--- src/rtl/rx_evt_pkg.sv ---
package rx_evt_pkg;
    // Full status view: bit 0 is the FIFO request, bits 7:1 are event flags
    localparam int FLAG_W  = 8;
    localparam int EV_N    = FLAG_W - 1;
    // Line view: bit 0 data-ready, bits 4:1 mirror the shared flags
    localparam int LINE_W  = 5;
    localparam int SHR_TOP = LINE_W - 1;   // highest shared status bit

    // Status bit positions (software decodes these)
    localparam int B_FIFO    = 0;
    localparam int B_OVR     = 1;
    localparam int B_PARITY  = 2;
    localparam int B_FRAME   = 3;
    localparam int B_BRK_ON  = 4;
    localparam int B_BRK_END = 5;
    localparam int B_PMATCH  = 6;
    localparam int B_CTRL    = 7;

    typedef struct packed {
        logic [EV_N-1:0] flags;   // flags[k] is status bit k+1
    } flag_state_t;

    typedef struct packed {
        logic above;   // level seen last cycle
        logic req;     // FIFO request
    } freq_state_t;

    typedef struct packed {
        logic irq;
    } irq_state_t;
endpackage

--- src/rtl/rx_evt_flags.sv ---
module rx_evt_flags
    import rx_evt_pkg::*;
(
    input  logic            clk,
    input  logic            rst_n,
    input  logic [EV_N-1:0] evt_i,
    input  logic [EV_N-1:0] clr_i,
    output logic [EV_N-1:0] flags_o
);
    flag_state_t state_d, state_q;

    always_comb begin
        state_d = state_q;
        for (int k = 0; k < EV_N; k++) begin
            // set beats clear so that no event is lost
            state_d.flags[k] = evt_i[k] | (state_q.flags[k] & ~clr_i[k]);
        end
    end

    always_ff @(posedge clk) begin
        if (!rst_n) state_q <= '0;
        else        state_q <= state_d;
    end

    assign flags_o = state_q.flags;

    for (genvar k = 0; k < EV_N; k++) begin : g_chk
        assert_evt_sets_R2: assert property (@(posedge clk) disable iff (!rst_n)
            evt_i[k] |=> flags_o[k]);
        assert_sticky_R2: assert property (@(posedge clk) disable iff (!rst_n)
            (flags_o[k] && !clr_i[k]) |=> flags_o[k]);
        assert_event_wins_R5: assert property (@(posedge clk) disable iff (!rst_n)
            (evt_i[k] && clr_i[k]) |=> flags_o[k]);
        assert_clear_R3: assert property (@(posedge clk) disable iff (!rst_n)
            (clr_i[k] && !evt_i[k]) |=> !flags_o[k]);
    end
endmodule

--- src/rtl/rx_fifo_req.sv ---
module rx_fifo_req
    import rx_evt_pkg::*;
(
    input  logic clk,
    input  logic rst_n,
    input  logic above_i,
    input  logic fifo_rd_i,
    input  logic ack_i,
    output logic req_o
);
    freq_state_t state_d, state_q;
    logic        rise;

    always_comb begin
        state_d       = state_q;
        rise          = above_i & ~state_q.above;
        state_d.above = above_i;
        if (rise)
            state_d.req = 1'b1;
        else if (!above_i || ack_i)
            state_d.req = 1'b0;
    end

    always_ff @(posedge clk) begin
        if (!rst_n) state_q <= '0;
        else        state_q <= state_d;
    end

    assign req_o = state_q.req & ~fifo_rd_i;

    assert_level_drop_R6: assert property (@(posedge clk) disable iff (!rst_n)
        !above_i |=> !state_q.req);
    assert_rise_sets_R6: assert property (@(posedge clk) disable iff (!rst_n)
        (above_i && !state_q.above) |=> state_q.req);
    assert_no_rearm_R8: assert property (@(posedge clk) disable iff (!rst_n)
        (!state_q.req && state_q.above) |=> !state_q.req);
    assert_ack_R8: assert property (@(posedge clk) disable iff (!rst_n)
        (ack_i && state_q.above) |=> !state_q.req);
    assert_rd_mask_R7: assert property (@(posedge clk) disable iff (!rst_n)
        fifo_rd_i |-> !req_o);
endmodule

--- src/rtl/rx_irq_gen.sv ---
module rx_irq_gen
    import rx_evt_pkg::*;
(
    input  logic              clk,
    input  logic              rst_n,
    input  logic [FLAG_W-1:0] view_i,
    input  logic [FLAG_W-1:0] en_i,
    output logic              irq_o
);
    irq_state_t state_d, state_q;

    always_comb begin
        state_d     = state_q;
        state_d.irq = |(view_i & en_i);
    end

    always_ff @(posedge clk) begin
        if (!rst_n) state_q <= '0;
        else        state_q <= state_d;
    end

    assign irq_o = state_q.irq;

    assert_irq_quiet_R10: assert property (@(posedge clk) disable iff (!rst_n)
        ((view_i & en_i) == '0) |=> !irq_o);
    assert_irq_raise_R10: assert property (@(posedge clk) disable iff (!rst_n)
        ((view_i & en_i) != '0) |=> irq_o);
endmodule

--- src/rtl/rx_event_status.sv ---
module rx_event_status
    import rx_evt_pkg::*;
#(
    parameter int REG_W = 32
) (
    input  logic              clk,
    input  logic              rst_n,
    input  logic              ev_ctrl_i,
    input  logic              ev_pmatch_i,
    input  logic              ev_brk_end_i,
    input  logic              ev_brk_on_i,
    input  logic              ev_frame_i,
    input  logic              ev_parity_i,
    input  logic              ev_ovr_i,
    input  logic              fifo_above_i,
    input  logic              fifo_nonempty_i,
    input  logic              fifo_rd_i,
    input  logic              full_rd_i,
    input  logic              line_rd_i,
    input  logic              ack_wr_i,
    input  logic              ack_wbit0_i,
    input  logic [FLAG_W-1:0] irq_en_i,
    output logic [REG_W-1:0]  full_rdata_o,
    output logic [LINE_W-1:0] line_rdata_o,
    output logic              irq_o
);
    localparam int RSV_W = REG_W - FLAG_W;

    logic [EV_N-1:0]   evt_vec;
    logic [EV_N-1:0]   clr_vec;
    logic [EV_N-1:0]   flags;
    logic              req_vis;
    logic              ack;
    logic [FLAG_W-1:0] view;

    // flags[k] carries status bit k+1
    always_comb begin
        evt_vec                = '0;
        evt_vec[B_OVR-1]       = ev_ovr_i;
        evt_vec[B_PARITY-1]    = ev_parity_i;
        evt_vec[B_FRAME-1]     = ev_frame_i;
        evt_vec[B_BRK_ON-1]    = ev_brk_on_i;
        evt_vec[B_BRK_END-1]   = ev_brk_end_i;
        evt_vec[B_PMATCH-1]    = ev_pmatch_i;
        evt_vec[B_CTRL-1]      = ev_ctrl_i;
    end

    // full read clears every flag; line read clears only the shared ones
    always_comb begin
        for (int k = 0; k < EV_N; k++) begin
            clr_vec[k] = full_rd_i | (line_rd_i & ((k + 1) <= SHR_TOP));
        end
    end

    assign ack = ack_wr_i & ~ack_wbit0_i;

    rx_evt_flags u_flags (
        .clk     (clk),
        .rst_n   (rst_n),
        .evt_i   (evt_vec),
        .clr_i   (clr_vec),
        .flags_o (flags)
    );

    rx_fifo_req u_freq (
        .clk       (clk),
        .rst_n     (rst_n),
        .above_i   (fifo_above_i),
        .fifo_rd_i (fifo_rd_i),
        .ack_i     (ack),
        .req_o     (req_vis)
    );

    assign view = {flags, req_vis};

    rx_irq_gen u_irq (
        .clk    (clk),
        .rst_n  (rst_n),
        .view_i (view),
        .en_i   (irq_en_i),
        .irq_o  (irq_o)
    );

    assign full_rdata_o = {{RSV_W{1'b0}}, view};
    assign line_rdata_o = {flags[SHR_TOP-1:0], fifo_nonempty_i};

    assert_full_clear_R3: assert property (@(posedge clk) disable iff (!rst_n)
        (full_rd_i && evt_vec == '0) |=> (full_rdata_o[FLAG_W-1:1] == '0));
    assert_line_clear_R4: assert property (@(posedge clk) disable iff (!rst_n)
        (line_rd_i && evt_vec == '0) |=> (line_rdata_o[LINE_W-1:1] == '0));
    assert_line_keeps_R4: assert property (@(posedge clk) disable iff (!rst_n)
        (line_rd_i && !full_rd_i) |=>
            ((full_rdata_o[FLAG_W-1:LINE_W] & $past(full_rdata_o[FLAG_W-1:LINE_W]))
              == $past(full_rdata_o[FLAG_W-1:LINE_W])));
    assert_reserved_R11: assert property (@(posedge clk) disable iff (!rst_n)
        full_rdata_o[REG_W-1:FLAG_W] == '0);
endmodule

--- config.mk ---
export PLATFORM = sky130hd
export DESIGN_NAME = rx_event_status
export DESIGN_NICKNAME = d
export VERILOG_FILES = /design/src/rtl/rx_evt_pkg.sv /design/src/rtl/rx_evt_flags.sv /design/src/rtl/rx_fifo_req.sv /design/src/rtl/rx_irq_gen.sv /design/src/rtl/rx_event_status.sv
export SDC_FILE = /design/constraint.sdc
export NUM_CORES = 1
export LEC_CHECK = 0
export ABC_AREA = 1
export BUFFER_PORTS_ARGS = -buffer_cell sky130_fd_sc_hd__buf_4
export CELL_PAD_IN_SITES_DETAIL_PLACEMENT = 1
export CELL_PAD_IN_SITES_GLOBAL_PLACEMENT = 2
export CORE_MARGIN = 1.5
export CORE_UTILIZATION = 19
export CTS_BUF_LIST = sky130_fd_sc_hd__clkbuf_4
export DETAILED_ROUTE_END_ITERATION = 16
export PLACE_DENSITY_LB_ADDON = 0.1
export SLEW_MARGIN = 20
export SYNTH_ARGS = -nofsm -noshare
export SYNTH_HDL_FRONTEND = slang
export SYNTH_HIERARCHICAL = 1
export SYNTH_SLANG_ARGS = --single-unit
--- constraint.sdc ---
create_clock -name clk -period 1.18 [get_ports clk]
set_input_delay 0.295 -clock clk [delete_from_list [all_inputs] [get_ports clk]]
set_output_delay 0.295 -clock clk [all_outputs]
set_load 0.01 [all_outputs]
# Yosys cells after proc, flatten, opt, wreduce, memory -nomap -nowiden
# Cells that the tools add are included.
# totals
out_inout_bits	38
ram_bits	0
romBits	0
mem_count	0
latch_bits	0
reg_bits	10
# op_classes
n_lt_le_gt_ge	0
n_mux	2
addsub	0
n_mul	0
eq_ne	0
reduce_logical	4
n_bitwise	24
shifts	0
div	0
# op_table
cell	n
bitwise AND 1 bit	10
bitwise AND 8 bit	1
OR 1 bit	8
OR reduction 8 bit	1
NOT 1 bit	5
2-to-1 mux 1 bit	2
nonzero test 2 bit	1
zero test 1 bit	1
logical OR 1 bit	1

# Logic depth before layout (Yosys ltp)
# Gate-level depths: netlist of run 1.
# depth
word_depth	5
mapped_depth	6
depth_no_buf	6

# Cells and area by module
# The synthesis of run 1 kept the hierarchy.
# modules_own_cells
module	cells_per_inst	seq_area_each_um2	n_inst	area_per_inst_um2
rx_evt_flags	36	140.1	1	284.0
rx_event_status	36	0.0	1	250.2
rx_irq_gen	17	20.0	1	81.3
rx_fifo_req	9	40.0	1	71.3

# Worst setup path after synthesis of run 1
# No wires, ideal clock.
# synth_path
path_kind	register to output
from	register u_freq/state_q[0] (netlist name)
to	output port full_rdata_o[0]
slack_ns	0.318
stages_incl_launch_ff	4
arrival_ns	0.567
path_buffers	1
path_cell_list	dfxtp_1 inv_1 nor2_1 buf_4
# synth_via
elab_chain_len	1
# synth_rtl
element	line	rtl
start, declared	rx_fifo_req.sv:11	freq_state_t state_d, state_q;
start signal, assigned	rx_fifo_req.sv:26	else state_q <= state_d;
bitwise AND 1 bit	rx_fifo_req.sv:29	assign req_o = state_q.req & ~fifo_rd_i;
end, declared	rx_event_status.sv:23	output logic [REG_W-1:0] full_rdata_o,
# No other way between the ends.

# Final worst setup path of run 1
# Ends and elaborated chain as after synthesis.

==> summary.md, run 1 <==
| Metric | Value |
|---|---|
| Worst path slowest cell | dfxtp_2 |
| Via count | 576 |
| Most common cell after layout, fill and taps aside | buf_4 |
| Die span in x | ~63 um |
| Initial Util | 20.3% |
| Sequential share of the synthesized area | just under 30% |
| Via/cell ratio | around 3.3 |
| Synth-to-layout area growth | 31.5% |
| Max H-tree Level | 1 |
| Critical Path End Type | primary output |
| Yosys reg bits | 10 |
| Critical path depth | 3 |
| Post-Syn Area | 687 sq um |
| Final wirelength | 1450 um |
| GPL Wtd Cong | 0.641 |
| Worst Path Arrival | about 0.85 ns |
| CTS hold repair buffers | 0 |
| Most frequent cells in the layout | 34 x buf_4, 24 x conb_1, 22 x nand2_1, 20 x inv_1, 9 x dfxtp_1 |
| CTS tree | built |
| Hold Crit Depth | 3 |
| Total Power | 0.826 mW |
| Overflow left after global routing | 0 |
| R2r setup slk | 0.36 ns |
| CP required | about 0.88 ns |
| Syn Area/Cell | approximately 7.0 sq um |
| Leakage power | between 0.5 and 0.6 nW |
| DRT Pass-1 Iters | 2 |
| Clock insertion delay at the later pin of the skew report | about 0.26 ns |
| # DRC | 0 |
| Pre-CTS setup slack | 0.208 ns |
| Nets | 155 |
| CP Cell Sequence | inv_2 > nor2_4 > buf_6 |
| WL/cell | 8.29 um |
| Crit. Startpoint | u_freq/state_q[0]$_SDFFE_PN0P_ |
| Hold path start | fifo_above_i |
| Final hold violations | 0 |
| Dpl cells | 172 |
| Fraction of layout cells with a size suffix above 1 | approximately 40% |
| Reg-to-reg critical path endpoint | u_irq/irq_o$_SDFF_PN0_ |
| Critical path class | flip-flop to primary output |
| Core Box Area | 3390 sq um |
| Worst clock skew | 0.00111 ns |
| Mapped Cells | 98 |
| Final setup margin | 0.0304 ns |
| DIE HEIGHT | 63.1 um |
| Status | complete, no violations |
| Cell Rows | 21 |
| Initial detailed-routing violation count | 4 |
| Crit path buffers/inverters | 2 |
| Final ANT Viol Nets | 0 |
| # port buffers | 35 |
| GRT Overall Usage | 7.22% |
| Max Buffers Root-to-Sink | 2 |
| PwrDens | 915 nW/um^2 |
| TritonCTS Buffers | 3 |
| Vias in the first global route | ~570 |
| Worst-path clk slew | around 0.070 ns |
| Root Driver | clkbuf_4 |
| Finished Layout Cells | about 180 |
| CTS sink cnt | 10 |
| Worst Path Max Fanout | 2 |
| Die Area | ~4000 sq um |
| Cell variety after synth | 10 |
| Final period util | 97.4% |
| Critical Path Sink | full_rdata_o[0] |
| Hold WC Path Type | input port to flip-flop |
| Peak supply drop | 0.000236 V |
| Final setup viols | 0 |
| Reg2reg start | u_freq/state_q[0]$_SDFFE_PN0P_ |
| Detailed placement HPWL | 1190 um |
| CP top delay family | flip-flops |
| CP peak stage delay | 0.33 ns |
| Ys Warns | 6 |
| Largest net degree at the start of global routing | 8 |
| First-pass GRT wire length | 2270 um |
| Antenna cells | 0 |
| Fmax | 0.870 GHz |
| R2R cell count | 6 |
| Initial antenna violation count | 0 |
| MaxCap Viol Count | 0 |
| Crit path launch type | flip-flop |
| Min Clock Period, post-route | 1.15 ns |
| I/O Pins | 62 |
| Max Slew Vio Count | 0 |
## how the worst min path moves through the flow
stage,endpoint,slack [ns]
after floorplan,u_freq/state_q[0]$_SDFFE_PN0P_,0.40
after global placement,u_freq/state_q[0]$_SDFFE_PN0P_,0.41
after detailed placement,u_freq/state_q[0]$_SDFFE_PN0P_,0.41
after CTS,u_freq/state_q[1]$_SDFF_PN0_,0.25
after global routing,u_freq/state_q[1]$_SDFF_PN0_,0.26
final,u_freq/state_q[1]$_SDFF_PN0_,0.26
## where the power goes
| part | total (mW) | leakage [nW] | internal (mW) | switching (mW) |
|---|---|---|---|---|
| Sequential | 0.376 | 0.0838 | 0.360 | 0.0160 |
| Clock | 0.234 | 0.0138 | 0.118 | 0.116 |
| Combinational | 0.216 | 0.442 | 0.104 | 0.112 |
| Total | 0.826 | 0.539 | 0.582 | 0.244 |
## cell families (layout without fill, tap and decap cells)
| kind of cell | after synthesis | after routing | synth area share [%] |
|---|---|---|---|
| compound gates | 9 | 9 | 10.9 |
| buf+inv | 52 | 60 | 44.8 |
| flops | 10 | 10 | 29.1 |
| other cells | 1 | 24 | 0.546 |
| simple gates | 26 | 26 | 14.6 |
## cells in the mapped netlist (all sizes together)
cell   instances  area, sq um
dfxtp         10          200
buf           30          225
a21oi          9         75.1
inv           22         82.6
nor2           4         17.5
nand2         22         82.6
conb           1         3.75
## flip-flops by register name, summed over array words and instances, names as in the netlist
| name | flops |
|---|---|
| u_flags/flags_o | 7 |
| u_freq/state_q | 2 |
| u_irq/irq_o | 1 |
## timing repair
| item | CTS | global route |
|---|---|---|
| buffers inserted | 0 | 0 |
| endpoints found under the hold margin | 0 | 0 |
| setup endpoints to repair | 1 | 1 |
| pin swaps | 0 | 1 |
| resized for setup | 1 | 4 |
## layer usage
metal / routed length, um / vias up / global-route usage [%]
met3: 165 / 2 / 1.96
met5: 0 / - / 0
li1: - / 293 / -
met1: 608 / 244 / 8.52
met4: 23 / 0 / 5.00
met2: 654 / 37 / 11.3
## area by class of cell
type                    count  area [sq um]
well taps                  46          57.6
inverters                  22          82.6
repair buffers             35           267
multi-input cells          59           273
clock buffers               3          22.5
fillers                   433          2490
flip-flops and latches     10           201
## per-stage QoR
stage | hold WS (ns) | cell area (sq um) | setup TNS [ns] | util, %
global route | 0.264 | 903 | -0.0109 | 26.7
CTS | 0.251 | 893 | 0 | 26.4
floorplan | 0.402 | 773 | 0 | -
finish | 0.261 | 903 | 0 | 26.7
detailed placement | 0.410 | 868 | 0 | 25.6
global placement | 0.406 | 868 | 0 | 25.6
## worst reg2reg max path: stages (launching register included)
cell	delay, ns
dfxtp_2	0.33
inv_2	0.04
nor2_4	0.11
nand2_1	0.06
nand2_1	0.06
nor2_1	0.04
a21oi_1	0.12
Note: power is estimated with default switching activity, not from simulation.
==> run 2: changes to the inputs <==
--- a/config.mk
+++ b/config.mk
@@ -5,7 +5,7 @@
 export SDC_FILE = /design/constraint.sdc
 export NUM_CORES = 1
 export LEC_CHECK = 0
-export ABC_AREA = 1
+export ABC_AREA = 0
 export BUFFER_PORTS_ARGS = -buffer_cell sky130_fd_sc_hd__buf_4
 export CELL_PAD_IN_SITES_DETAIL_PLACEMENT = 1
 export CELL_PAD_IN_SITES_GLOBAL_PLACEMENT = 2
==> run 2 against run 1 <==
Compared with the run above:
- count of clock-buffer cells in the layout unchanged
- worst setup slack better by 0.017 ns
- worst hold slack worse by 0.021 ns
- die area down 9.2%
- global-route usage up 0.49 points
- final cell count down 19%
- power down 2.5%
- maximum frequency up 1.5%
- wire length down 2.7%
- synthesized cell count down 32%
==> summary.md, run 2 <==
| Metric | Value |
|---|---|
| Status | complete, no violations |
| DIE HEIGHT | 60.2 um (-4.7%) |
| Leakage power | 0.412 nW (-24%) |
| Synth area leaders | buf_4 36%, dfxtp_1 32%, nor2b_1 9.1%, o21a_1 8.5%, a22oi_1 4.8% |
| Simple-gate share of the synthesized area | 12.5% (-2.1 points) |
| Vias in the first global route | 406 (-28%) |
| CTS sink cnt | 10 (unchanged) |
| Overflow left after global routing | 0 (unchanged) |
| Nets | 124 (-20%) |
| Largest family of logic cells by synthesized area | buffers and inverters |
| Clock insertion delay at the later pin of the skew report | 0.26 ns (about the same) |
| Synth Area in XOR/XNOR | 0% (unchanged) |
| RSZ-0062 raised after global routing | no |
| EDFF count, synth | 0 (unchanged) |
| Crit path launch type | flip-flop |
| Yosys top cell by area | buf_4 |
| Fmax | 0.883 GHz (+1.5%) |
| MaxCap Viol Count | 0 (unchanged) |
| Total Power | 0.806 mW (-2.5%) |
| GRT Overall Usage | 7.71% (+0.49 points) |
| Critical path class | flip-flop to primary output |
| Synth-to-layout area growth | 34.5% |
| Sequential share of the synthesized area | 32.3% (+3.1 points) |
| Critical Path End Type | primary output |
| Max H-tree Level | 1 (unchanged) |
| Fraction of layout cells with a size suffix above 1 | 42.9% (+3.3 points) |
| Max Slew Vio Count | 0 (unchanged) |
| CP required | 0.88 ns (about the same) |
| Cell variety after synth | 12 (+2) |
| Largest net degree at the start of global routing | 10 (+2) |
| Core Box Area | 3080 sq um (-9.2%) |
| Final ANT Viol Nets | 0 (unchanged) |
| Final hold violations | 0 (unchanged) |
| Yosys reg bits | 10 (unchanged) |
| Post-Syn Area | 621 sq um (-9.7%) |
| Max Buffers Root-to-Sink | 2 (unchanged) |
| Post-Synth Adder-Cell Area | 0% (unchanged) |
| # port buffers | 35 (unchanged) |
| Worst-path clk slew | 0.06 ns (about the same) |
| Worst Path Max Fanout | 2 (unchanged) |
| Peak supply drop | 0.000210 V (-11%) |
| Die span in x | 60.2 um (-4.7%) |
| Die Area | 3620 sq um (-9.2%) |
| Worst Path Arrival | 0.84 ns (about the same) |
| Async SR Flop Fraction | 0% (unchanged) |
| Initial antenna violation count | 0 (unchanged) |
| Via count | 483 (-16%) |
| Final period util | 96.0% (-1.5 points) |
| TritonCTS Buffers | 3 (unchanged) |
| Initial Util | 20.2% (-0.10 points) |
| Initial detailed-routing violation count | 10 (+6) |
| Postcts setup bufs | 0 (unchanged) |
| Post-route setup TNS | 0 ns (unchanged) |
| Top FF cell, synth | dfxtp_1 |
| Yosys top cell area share | 36.3% (+3.5 points) |
| Ys Warns | 6 (unchanged) |
| Top-count cell post-synth | buf_4 |
| Most frequent cells after synthesis | 30 x buf_4, 10 x dfxtp_1, 9 x nor2b_1, 7 x o21a_1, 4 x a22oi_1 |
| WL/cell | 9.94 um (+20%) |
| Root Driver | clkbuf_4 |
| Mapped Cells | 67 (-32%) |
| Mux contribution to synthesized area | 0% (unchanged) |
| CTS tree | built |
| Hold WC Path Type | input port to flip-flop |
| Final wirelength | 1410 um (-2.7%) |
| Pre-CTS setup slack | 0.166 ns (-0.0420 ns) |
| Via/cell ratio | 3.40 (+3.3%) |
| Antenna cells | 0 (unchanged) |
| Max reg flops | 7 (unchanged) |
| # DRC | 0 (unchanged) |
| GPL Wtd Cong | 0.579 (-9.6%) |
| CTS hold repair buffers | 0 (unchanged) |
| Post-synthesis compound-gate area fraction | 17.7% (+6.8 points) |
| Final setup margin | 0.0476 ns (+0.0172 ns) |
| I/O Pins | 62 (unchanged) |
| Worst clock skew | 0.00100 ns (-0.000108 ns) |
| Fin util | 27.1% (+0.46 points) |
| First-pass GRT wire length | 1920 um (-16%) |
| Final setup viols | 0 (unchanged) |
| Min Clock Period, post-route | 1.13 ns (-0.0172 ns) |
| Cell Rows | 20 (-4.8%) |
| Most frequent cells in the layout | 34 x buf_4, 24 x conb_1, 9 x dfxtp_1, 8 x nor2b_1, 7 x o21a_1 |
| Syn Area/Cell | 9.26 sq um (+32%) |
| PwrDens | 966 nW/um^2 (+5.6%) |
| Most common cell after layout, fill and taps aside | buf_4 |
| DRT Pass-1 Iters | 3 (+1) |
## run 2: cell types whose count changed in the layout (fill, tap and decap cells not counted), sizes merged, moves of 4 or more
cell / previous run / this run
a21oi: 9 / 0
a22oi: 0 / 4
nor2b: 0 / 9
o21a: 0 / 7
inv: 22 / 1
nand2: 22 / 0
nor2: 4 / 0
## run 2: timing repair
item	CTS	global route
endpoints found under the setup margin	1	1
pin swaps	0	0
endpoints found under the hold margin	0	0
gates resized for setup	1	3
## run 2: stage by stage
stage	std cells	cell area [sq um]	hold WS [ns]
after floorplan	90	707	0.408
after global placement	139	800	0.437
after detailed placement	139	800	0.442
after CTS	142	825	0.226
after global routing	142	835	0.235
final	142	835	0.240
## run 2: kinds of logic after synthesis
family                 count (synthesis)
AND/OR/NAND/NOR                       12
flip-flops                            10
other                                  1
buffers and inverters                 31
AO/OA/AOI/OAI                         13
## run 2: routing by layer
metal,up-vias,wire [um],GRT usage [%]
li1,227,-,-
met1,215,557,8.81
met2,37,648,12.0
met3,4,193,2.16
met4,0,12,6.03
met5,-,0,0
## run 2: final cells by class
| class | instances | area [sq um] |
|---|---|---|
| Clock buffer | 3 | 22.5 |
| Fill cell | 379 | 2240 |
| Inverter | 1 | 3.75 |
| Multi-Input combinational cell | 49 | 285 |
| Sequential cell | 10 | 201 |
| Tap cell | 44 | 55.1 |
| Timing Repair Buffer | 35 | 267 |
## run 2: power by group
group | internal [mW] | switching [mW] | leakage, nW
Combinational | 0.110 | 0.0913 | 0.315
Sequential | 0.360 | 0.0166 | 0.0838
Clock | 0.118 | 0.110 | 0.0138
## run 2: path summary, 6_finish.rpt
kind | from | to | slack, ns | depth (start not counted)
setup / recovery | u_freq/state_q[0]$_SDFFE_PN0P_ | full_rdata_o[0] | 0.05 | 2
hold reg to reg | u_freq/state_q[1]$_SDFF_PN0_ | u_freq/state_q[0]$_SDFFE_PN0P_ | 0.44 | 1
hold / removal | ev_ovr_i | u_flags/flags_o[0]$_SDFF_PN0_ | 0.24 | 2
setup reg to reg | u_freq/state_q[0]$_SDFFE_PN0P_ | u_irq/irq_o$_SDFF_PN0_ | 0.24 | 3
## run 2: critical path: stages, from the launching register on
cell and delay, ns:
dfxtp_2 0.33, nor2b_4 0.15, buf_6 0.11
